**src/rtl/rx_acq_pkg.sv**
```systemverilog
package rx_acq_pkg;
  typedef enum logic [2:0] {
    ST_IDLE,
    ST_WAIT,
    ST_ACQ,
    ST_TRACK,
    ST_HOLD,
    ST_REACQ
  } seq_state_e;
endpackage

```
**src/rtl/rx_acq_tick_cnt.sv**
```systemverilog
module rx_acq_tick_cnt #(
  parameter int W = 8
) (
  input  logic         clk_i,
  input  logic         rst_ni,
  input  logic         clr_i,
  input  logic         inc_i,
  output logic [W-1:0] cnt_o
);
  localparam logic [W-1:0] MAX = {W{1'b1}};

  always_ff @(posedge clk_i or negedge rst_ni) begin
    if (!rst_ni)                   cnt_o <= '0;
    else if (clr_i)                cnt_o <= '0;
    else if (inc_i && cnt_o != MAX) cnt_o <= cnt_o + 1'b1;
  end
endmodule

```
**src/rtl/rx_acq_fsm.sv**
```systemverilog
module rx_acq_fsm
  import rx_acq_pkg::*;
#(
  parameter int ACQ_W  = 6,
  parameter int HOLD_W = 10
) (
  input  logic              clk_i,
  input  logic              rst_ni,
  input  logic              bit_tick_i,
  input  logic              rx_active_i,
  input  logic              settled_i,
  input  logic              hold_req_i,
  input  logic [ACQ_W-1:0]  acq_len_i,
  input  logic [HOLD_W-1:0] long_hold_i,
  input  logic [ACQ_W-1:0]  acq_cnt_i,
  input  logic [HOLD_W-1:0] hold_cnt_i,
  output seq_state_e        state_o,
  output seq_state_e        prev_o
);
  logic       acq_done;
  seq_state_e state_d;

  // pulse ends on the tick that completes the programmed count
  assign acq_done = bit_tick_i && (acq_cnt_i == acq_len_i - 1'b1);

  always_comb begin
    state_d = state_o;
    unique case (state_o)
      ST_IDLE:  state_d = ST_WAIT;
      ST_WAIT:  if (settled_i && !hold_req_i) state_d = ST_ACQ;
      ST_ACQ: begin
        if (hold_req_i)    state_d = ST_WAIT;
        else if (acq_done) state_d = ST_TRACK;
      end
      ST_TRACK: if (hold_req_i) state_d = ST_HOLD;
      ST_HOLD:  if (!hold_req_i)
                  state_d = (hold_cnt_i >= long_hold_i) ? ST_REACQ : ST_TRACK;
      ST_REACQ: if (acq_done) state_d = ST_TRACK;
      default:  state_d = ST_IDLE;
    endcase
    if (!rx_active_i) state_d = ST_IDLE;
  end

  always_ff @(posedge clk_i or negedge rst_ni) begin
    if (!rst_ni) begin
      state_o <= ST_IDLE;
      prev_o  <= ST_IDLE;
    end else begin
      state_o <= state_d;
      prev_o  <= state_o;
    end
  end
endmodule

```
**src/rtl/rx_acq_seq.sv**
```systemverilog
module rx_acq_seq
  import rx_acq_pkg::*;
#(
  parameter int ACQ_W   = 6,
  parameter int HOLD_W  = 10,
  parameter int ACQ_MIN = 8
) (
  input  logic              clk_i,
  input  logic              rst_ni,
  input  logic              bit_tick_i,
  input  logic              rx_active_i,
  input  logic              settled_i,
  input  logic              hold_req_i,
  input  logic [ACQ_W-1:0]  acq_len_i,
  input  logic [HOLD_W-1:0] long_hold_i,
  output logic              lvl_acq_o,
  output logic              tim_acq_o,
  output logic              hold_o,
  output logic              locked_o
);
  localparam logic [ACQ_W-1:0] LEN_FLOOR = ACQ_W'(ACQ_MIN);

  seq_state_e        state, prev;
  logic [ACQ_W-1:0]  acq_len_eff, acq_cnt;
  logic [HOLD_W-1:0] hold_cnt;
  logic              in_pulse, in_hold;

  assign acq_len_eff = (acq_len_i < LEN_FLOOR) ? LEN_FLOOR : acq_len_i;
  assign in_pulse    = (state == ST_ACQ) || (state == ST_REACQ);
  assign in_hold     = (state == ST_HOLD);

  rx_acq_tick_cnt #(.W(ACQ_W)) u_acq_cnt (
    .clk_i  (clk_i),
    .rst_ni (rst_ni),
    .clr_i  (!in_pulse),
    .inc_i  (in_pulse && bit_tick_i),
    .cnt_o  (acq_cnt)
  );

  rx_acq_tick_cnt #(.W(HOLD_W)) u_hold_cnt (
    .clk_i  (clk_i),
    .rst_ni (rst_ni),
    .clr_i  (!in_hold),
    .inc_i  (in_hold && bit_tick_i),
    .cnt_o  (hold_cnt)
  );

  rx_acq_fsm #(.ACQ_W(ACQ_W), .HOLD_W(HOLD_W)) u_fsm (
    .clk_i       (clk_i),
    .rst_ni      (rst_ni),
    .bit_tick_i  (bit_tick_i),
    .rx_active_i (rx_active_i),
    .settled_i   (settled_i),
    .hold_req_i  (hold_req_i),
    .acq_len_i   (acq_len_eff),
    .long_hold_i (long_hold_i),
    .acq_cnt_i   (acq_cnt),
    .hold_cnt_i  (hold_cnt),
    .state_o     (state),
    .prev_o      (prev)
  );

  assign lvl_acq_o = in_pulse;
  assign tim_acq_o = (state == ST_ACQ);
  assign hold_o    = in_hold;
  assign locked_o  = (state == ST_TRACK) && (prev != ST_TRACK);
endmodule

```
**config.mk**
```make
export PLATFORM = sky130hd
export DESIGN_NAME = rx_acq_seq
export DESIGN_NICKNAME = d
export VERILOG_FILES = /design/src/rtl/rx_acq_pkg.sv /design/src/rtl/rx_acq_tick_cnt.sv /design/src/rtl/rx_acq_fsm.sv /design/src/rtl/rx_acq_seq.sv
export SDC_FILE = /design/constraint.sdc
export NUM_CORES = 1
export LEC_CHECK = 0
export ABC_AREA = 1
export BUFFER_PORTS_ARGS = -buffer_cell sky130_fd_sc_hd__buf_4
export CAP_MARGIN = 20
export CORE_ASPECT_RATIO = 1.4
export CORE_UTILIZATION = 60
export CTS_BUF_LIST = sky130_fd_sc_hd__clkbuf_4
export CTS_CLUSTER_SIZE = 24
export DETAILED_ROUTE_END_ITERATION = 6
export MAX_ROUTING_LAYER = met4
export PLACE_DENSITY = 0.82
export SYNTH_ARGS = -nofsm -noshare
export SYNTH_HDL_FRONTEND = slang
export SYNTH_HIERARCHICAL = 1
export SYNTH_SLANG_ARGS = --single-unit
```
**constraint.sdc**
```tcl
create_clock -name clk_i -period 1.9 [get_ports clk_i]
set_clock_uncertainty 0.2 [all_clocks]
set_input_delay 0.38 -clock clk_i [delete_from_list [all_inputs] [get_ports clk_i]]
set_output_delay 0.38 -clock clk_i [all_outputs]
set_load 0.02 [all_outputs]
```
Word level (Yosys, flattened, before mapping)
Index checks and enable logic that the tools add are counted.

storage, ports and cells
  input bits = 22
  register bits = 22

operators by class
  order comparisons = 2
  muxes and demuxes = 13
  reductions and logical operators = 11
  add/sub/neg operators = 3
  eq/ne operators = 14

operators with widths
  cell                   count
  $mux 3                 7
  $mux 10                2
  $mux 6                 3
  $pmux 3 s6             1
  $add 10x1->10 const B  1
  $ge 10x10->1           1
  $ne 10x10->1 const B   1
  $logic_and 1x1->1      7
  $add 6x1->6 const B    1
  $eq 3x2->1 const B     2
  $eq 3x3->1 const B     2
  $eq 6x6->1             1
  $lt 6x4->1 const B     1
  $ne 3x2->1 const B     2
  $ne 3x3->1 const B     2
  $ne 6x6->1 const B     1
  $sub 6x1->6 const B    1
  $ne 2x1->1 const B     2
  $eq 3x1->1 const B     1
  $logic_not 3->1        1
  $reduce_and 3->1       1
  $logic_not 1->1        1
  $logic_or 1x1->1       1

Depth between registers and ports, before layout
  depth after elaboration = 9
  mapped depth = 16

Modules after synthesis
Netlist, hierarchy kept.

by module, submodules not included
  module                        cells an instance  area an instance (um^2)  seq. area each (um^2)  times used
  rx_acq_fsm                    132                788.3                    150.1                  1
  rx_acq_tick_cnt (u_hold_cnt)  95                 683.2                    250.2                  1
  rx_acq_tick_cnt (u_acq_cnt)   52                 386.6                    150.1                  1
  rx_acq_seq                    28                 125.1                    0.0                    1

Worst setup path after synthesis
Ideal clock, no wire load.

  kind = input-to-reg
  start = in acq_len_i[5]
  end = reg u_fsm.state_o[2]
  path buffers = 0
  setup time = 116 ps
  arrival = 1692 ps
  stages = 12
  setup slack = -109 ps
  path through = nor3_1 nor2_1 inv_2 ha_1 a21boi_0 o211ai_1 nor2_1 nand2_1 nand2_1 nand3_1 nand2_1 nand2_1

on the way
  longest elaborated chain between the ends = 9

RTL lines
  element                   line              source
  start, declared           rx_acq_seq.sv:14  input logic [ACQ_W-1:0] acq_len_i,
  $lt 6x4->1 (*)            rx_acq_seq.sv:28  assign acq_len_eff = (acq_len_i < LEN_FLOOR) ? LEN_FLOOR : acq_len_i;
  $mux 6 (*)                rx_acq_seq.sv:28
  named net acq_len_eff[0]  rx_acq_seq.sv:24  logic [ACQ_W-1:0] acq_len_eff, acq_cnt;
  $sub 6x1->6 (*)           rx_acq_fsm.sv:24  assign acq_done = bit_tick_i && (acq_cnt_i == acq_len_i - 1'b1);
  $eq 6x6->1 (*)            rx_acq_fsm.sv:24
  $logic_and 1x1->1 (*)     rx_acq_fsm.sv:24
  $mux 3 (*)                -
  $mux 3                    -
  $pmux 3 s6 (*)            -
  $mux 3 (*)                -
  end signal, assigned      rx_acq_fsm.sv:49  state_o <= state_d;
  end, declared             rx_acq_fsm.sv:17  output seq_state_e state_o,

The timed path passes the listed nets; every way through them passes the cells marked *.
A chain may end at the register's enable or synchronous reset.

Final worst setup path
  start = reg u_fsm.state_o[0]
  end = out hold_o

on the way
  longest elaborated chain between the ends = 1

RTL lines
  element        line              source
  $eq 3x3->1     rx_acq_seq.sv:30  assign in_hold = (state == ST_HOLD);
  end, declared  rx_acq_seq.sv:18  output logic hold_o,

No other way between the ends.

==> impl_results.md <==
- Outcome: complete, no violations
- ANT nets after route: 0
- Chip height: 70.0 um
- Routability cong.: 0.874
- CP arrival: 1.24 ns
- Leakage Power: 1.28 nW
- EDFF count, synth: 0
- Hold Path Class: primary input to flop
- Vias: 2,110
- Startpoint types: flop
- Crit path kind: flop to output port
- Hold_sp: rx_active_i
- Worst-path cell chain: buf_4, nor2_2, buf_4
- Post-synth top area share: 27.8%
- Main flop type after synthesis: dfrtp_1
- Total negative slack: 0 ns
- Multi-input gate area: 1300 um2
- I/O Buffers: 25
- P&R area growth vs syn: 27.5%
- Yosys reg bits: 22
- Final wirelength: 4.90 mm
- Slew @ Worst Pin: 0.365 ns
- DR iter-0 viols: 99
- Global router's overall resource usage: 29.2%
- R2R Setup Slk: 0.10 ns
- Core Region: 3120 um2
- Peak supply drop: 0.000429 V
- Reg2reg path depth: 9
- Dpl hpwl: 3.53 mm
- Full die area: 3540 um2
- Fraction of registers with async set/reset: 100%
- Total grt overflow: 0
- Slowest Stage Delay on Critical Path: 0.47 ns
- Clock Root Buffer: clkbuf_4
- # fillers: 227
- CP Capture Type: output port
- Hold Vio Cnt, Final: 0
- Insertion delay to the later sink of the worst-skew pair: 0.31 ns
- Starting Density: 63.5%
- PwrDens: 558 nW/um2
- WL per Instance: 12.4 um
- Clk slew on worst S/H paths: 0.14 ns
- Synth warn: 6
- Max_slew headroom: 75.6%
- Syn_area_per_cell: 6.46 um2
- R2R Path End: u_fsm/state_o[1]$_DFFE_PN0P_
- Crit-path most repeated cell: buf_4
- Residual DRC: 0
- Most common cell in the netlist: nand2_1
- Post-DP Area: 2310 um2
- Worst Path Max Fanout: 7
- Syn nets: 342
- Chip Width: 50.6 um
- Max Clk Rate: 550 MHz
- Finished Core Util: 81.0%
- # H-tree levels: 1
- Minimum clock period after layout: 1.82 ns
- Reg area: 554 um2
- Max-cap violations: 0
- I/O pin cnt: 26
- Mapped Area: 1980 um2
- Post-route cell area: 2530 um2
- Clock buffer depth: 2
- Final nets: 392
- Initial antenna violation count: 0
- Post-Place Worst Slack: -0.286 ns
- Placement row count: 24
- Final Power: 0.00141 W
- Largest net degree at the start of global routing: 23
- Worst EP required: 1.32 ns
- Distinct cells, synth: 28
- Post-layout worst setup margin: 0.0823 ns
- Global-route wire length before repair: 7.84 mm
- CP max-delay cell: dfrtp_2
- # clock sinks: 22
- WHS Endpoint: u_fsm/state_o[0]$_DFFE_PN0P_
- Ant diodes: 0
- Register area share after synthesis: 27.8%
- Share of layout cells above drive strength 1: 28.1%
- Worst hold path depth: 3
- Slew Viols, Final: 0
- Final worst-path cycle share: 95.7%
- Largest area contributor in the synthesized netlist: dfrtp_1
- Final setup vio count: 0
- CTS tree: built
- Drt pass-1 iters: 4
- Number of global-route vias before repair: 1,964
- RR Startpoint: u_hold_cnt/cnt_o[5]$_DFFE_PN0P_
- Num CTS Buffers: 3
- Vias per inst: 5.34
- Synth top area cells: dfrtp_1 28%, nand2_1 16%, nand3_1 9.1%
- Mapped Cells: 307
- Top post-synthesis cells by count: 84 x nand2_1, 47 x inv_1, 36 x nand3_1
-- report_power, final --
group	internal (W)	total (W)	switching (W)
Clock	0.000213	0.000366	0.000153
Combinational	0.000214	0.000493	0.000279
Sequential	0.000507	0.000551	0.0000442
-- worst max path at each step --
stage / start / end / slack [ns] / cells after the start
floorplan: acq_len_i[5] / u_fsm/state_o[2]$_DFFE_PN0P_ / -0.01 / 12
global placement: acq_len_i[5] / u_fsm/state_o[2]$_DFFE_PN0P_ / -0.22 / 16
detailed placement: acq_len_i[5] / u_fsm/state_o[2]$_DFFE_PN0P_ / -0.29 / 13
CTS: u_fsm/state_o[0]$_DFFE_PN0P_ / lvl_acq_o / 0.03 / 4
global route: acq_len_i[3] / u_fsm/state_o[1]$_DFFE_PN0P_ / -0.0005 / 15
finish: u_fsm/state_o[0]$_DFFE_PN0P_ / hold_o / 0.08 / 3
-- critical path: cells and delay by family (launching register included) --
family / cells / cell delay [ns]
AND/OR/NAND/NOR: 1 / 0.14
flip-flops: 1 / 0.47
buffers and inverters: 2 / 0.31
-- layout make-up --
| class | instances | area share (%) |
|---|---|---|
| clock inverter | 1 | 1.19 |
| tap | 39 | 1.93 |
| sequential | 22 | 21.9 |
| inverter | 57 | 8.46 |
| clock buffer | 3 | 0.891 |
| multi-input combinational | 225 | 51.3 |
| timing repair buffer | 48 | 14.3 |
-- flip-flops by register name, indices dropped and copies added (netlist names) --
register and cells:
u_fsm/prev_o 3, u_acq_cnt/cnt_o 6, u_fsm/state_o 3, u_hold_cnt/cnt_o 10
-- stage by stage --
step                      hold slack, ns  instances
after floorplan                   -0.116        307
final                              0.139        395
after detailed placement          0.0911        380
after global routing               0.159        395
after global placement            0.0880        380
after CTS                          0.130        385
-- layout by cell type, fill, tap and decap left out, drive strengths merged, types with 3 or more instances in the layout --
master,instances
o211ai,3
nand3,38
dfrtp,22
xnor2,3
a21oi,10
nor2,38
nand2,95
nand4,6
clkbuf,3
nor3,5
inv,57
ha,13
buf,47
o21ai,10
-- kinds of logic (layout without fill, tap and decap cells) --
group,Yosys count,in the layout,synth area share [%]
AND/OR/NAND/NOR,183,183,43.8
buffers and inverters,60,109,11.4
AO/OA/AOI/OAI,26,26,7.51
flip-flops,22,22,27.8
adder cells (fa/ha/maj),13,13,8.20
XOR/XNOR,3,3,1.33
-- timing repair --
action / in CTS / in global routing
hold buffers: 1 / 0
hold endpoints to repair: 22 / 0
setup buffers: 0 / 10
setup endpoints to repair: 1 / 5
pin swaps: 0 / 10
cloned: 0 / 0
gates resized for setup: 2 / 17
-- layer usage --
layer | track usage, % | wire length [um]
met5 | - | 0
met4 | 11.4 | 87
met3 | 2.61 | 197
met2 | 55.7 | 2770
met1 | 29.4 | 1840
(Power assumes the default switching activity.)
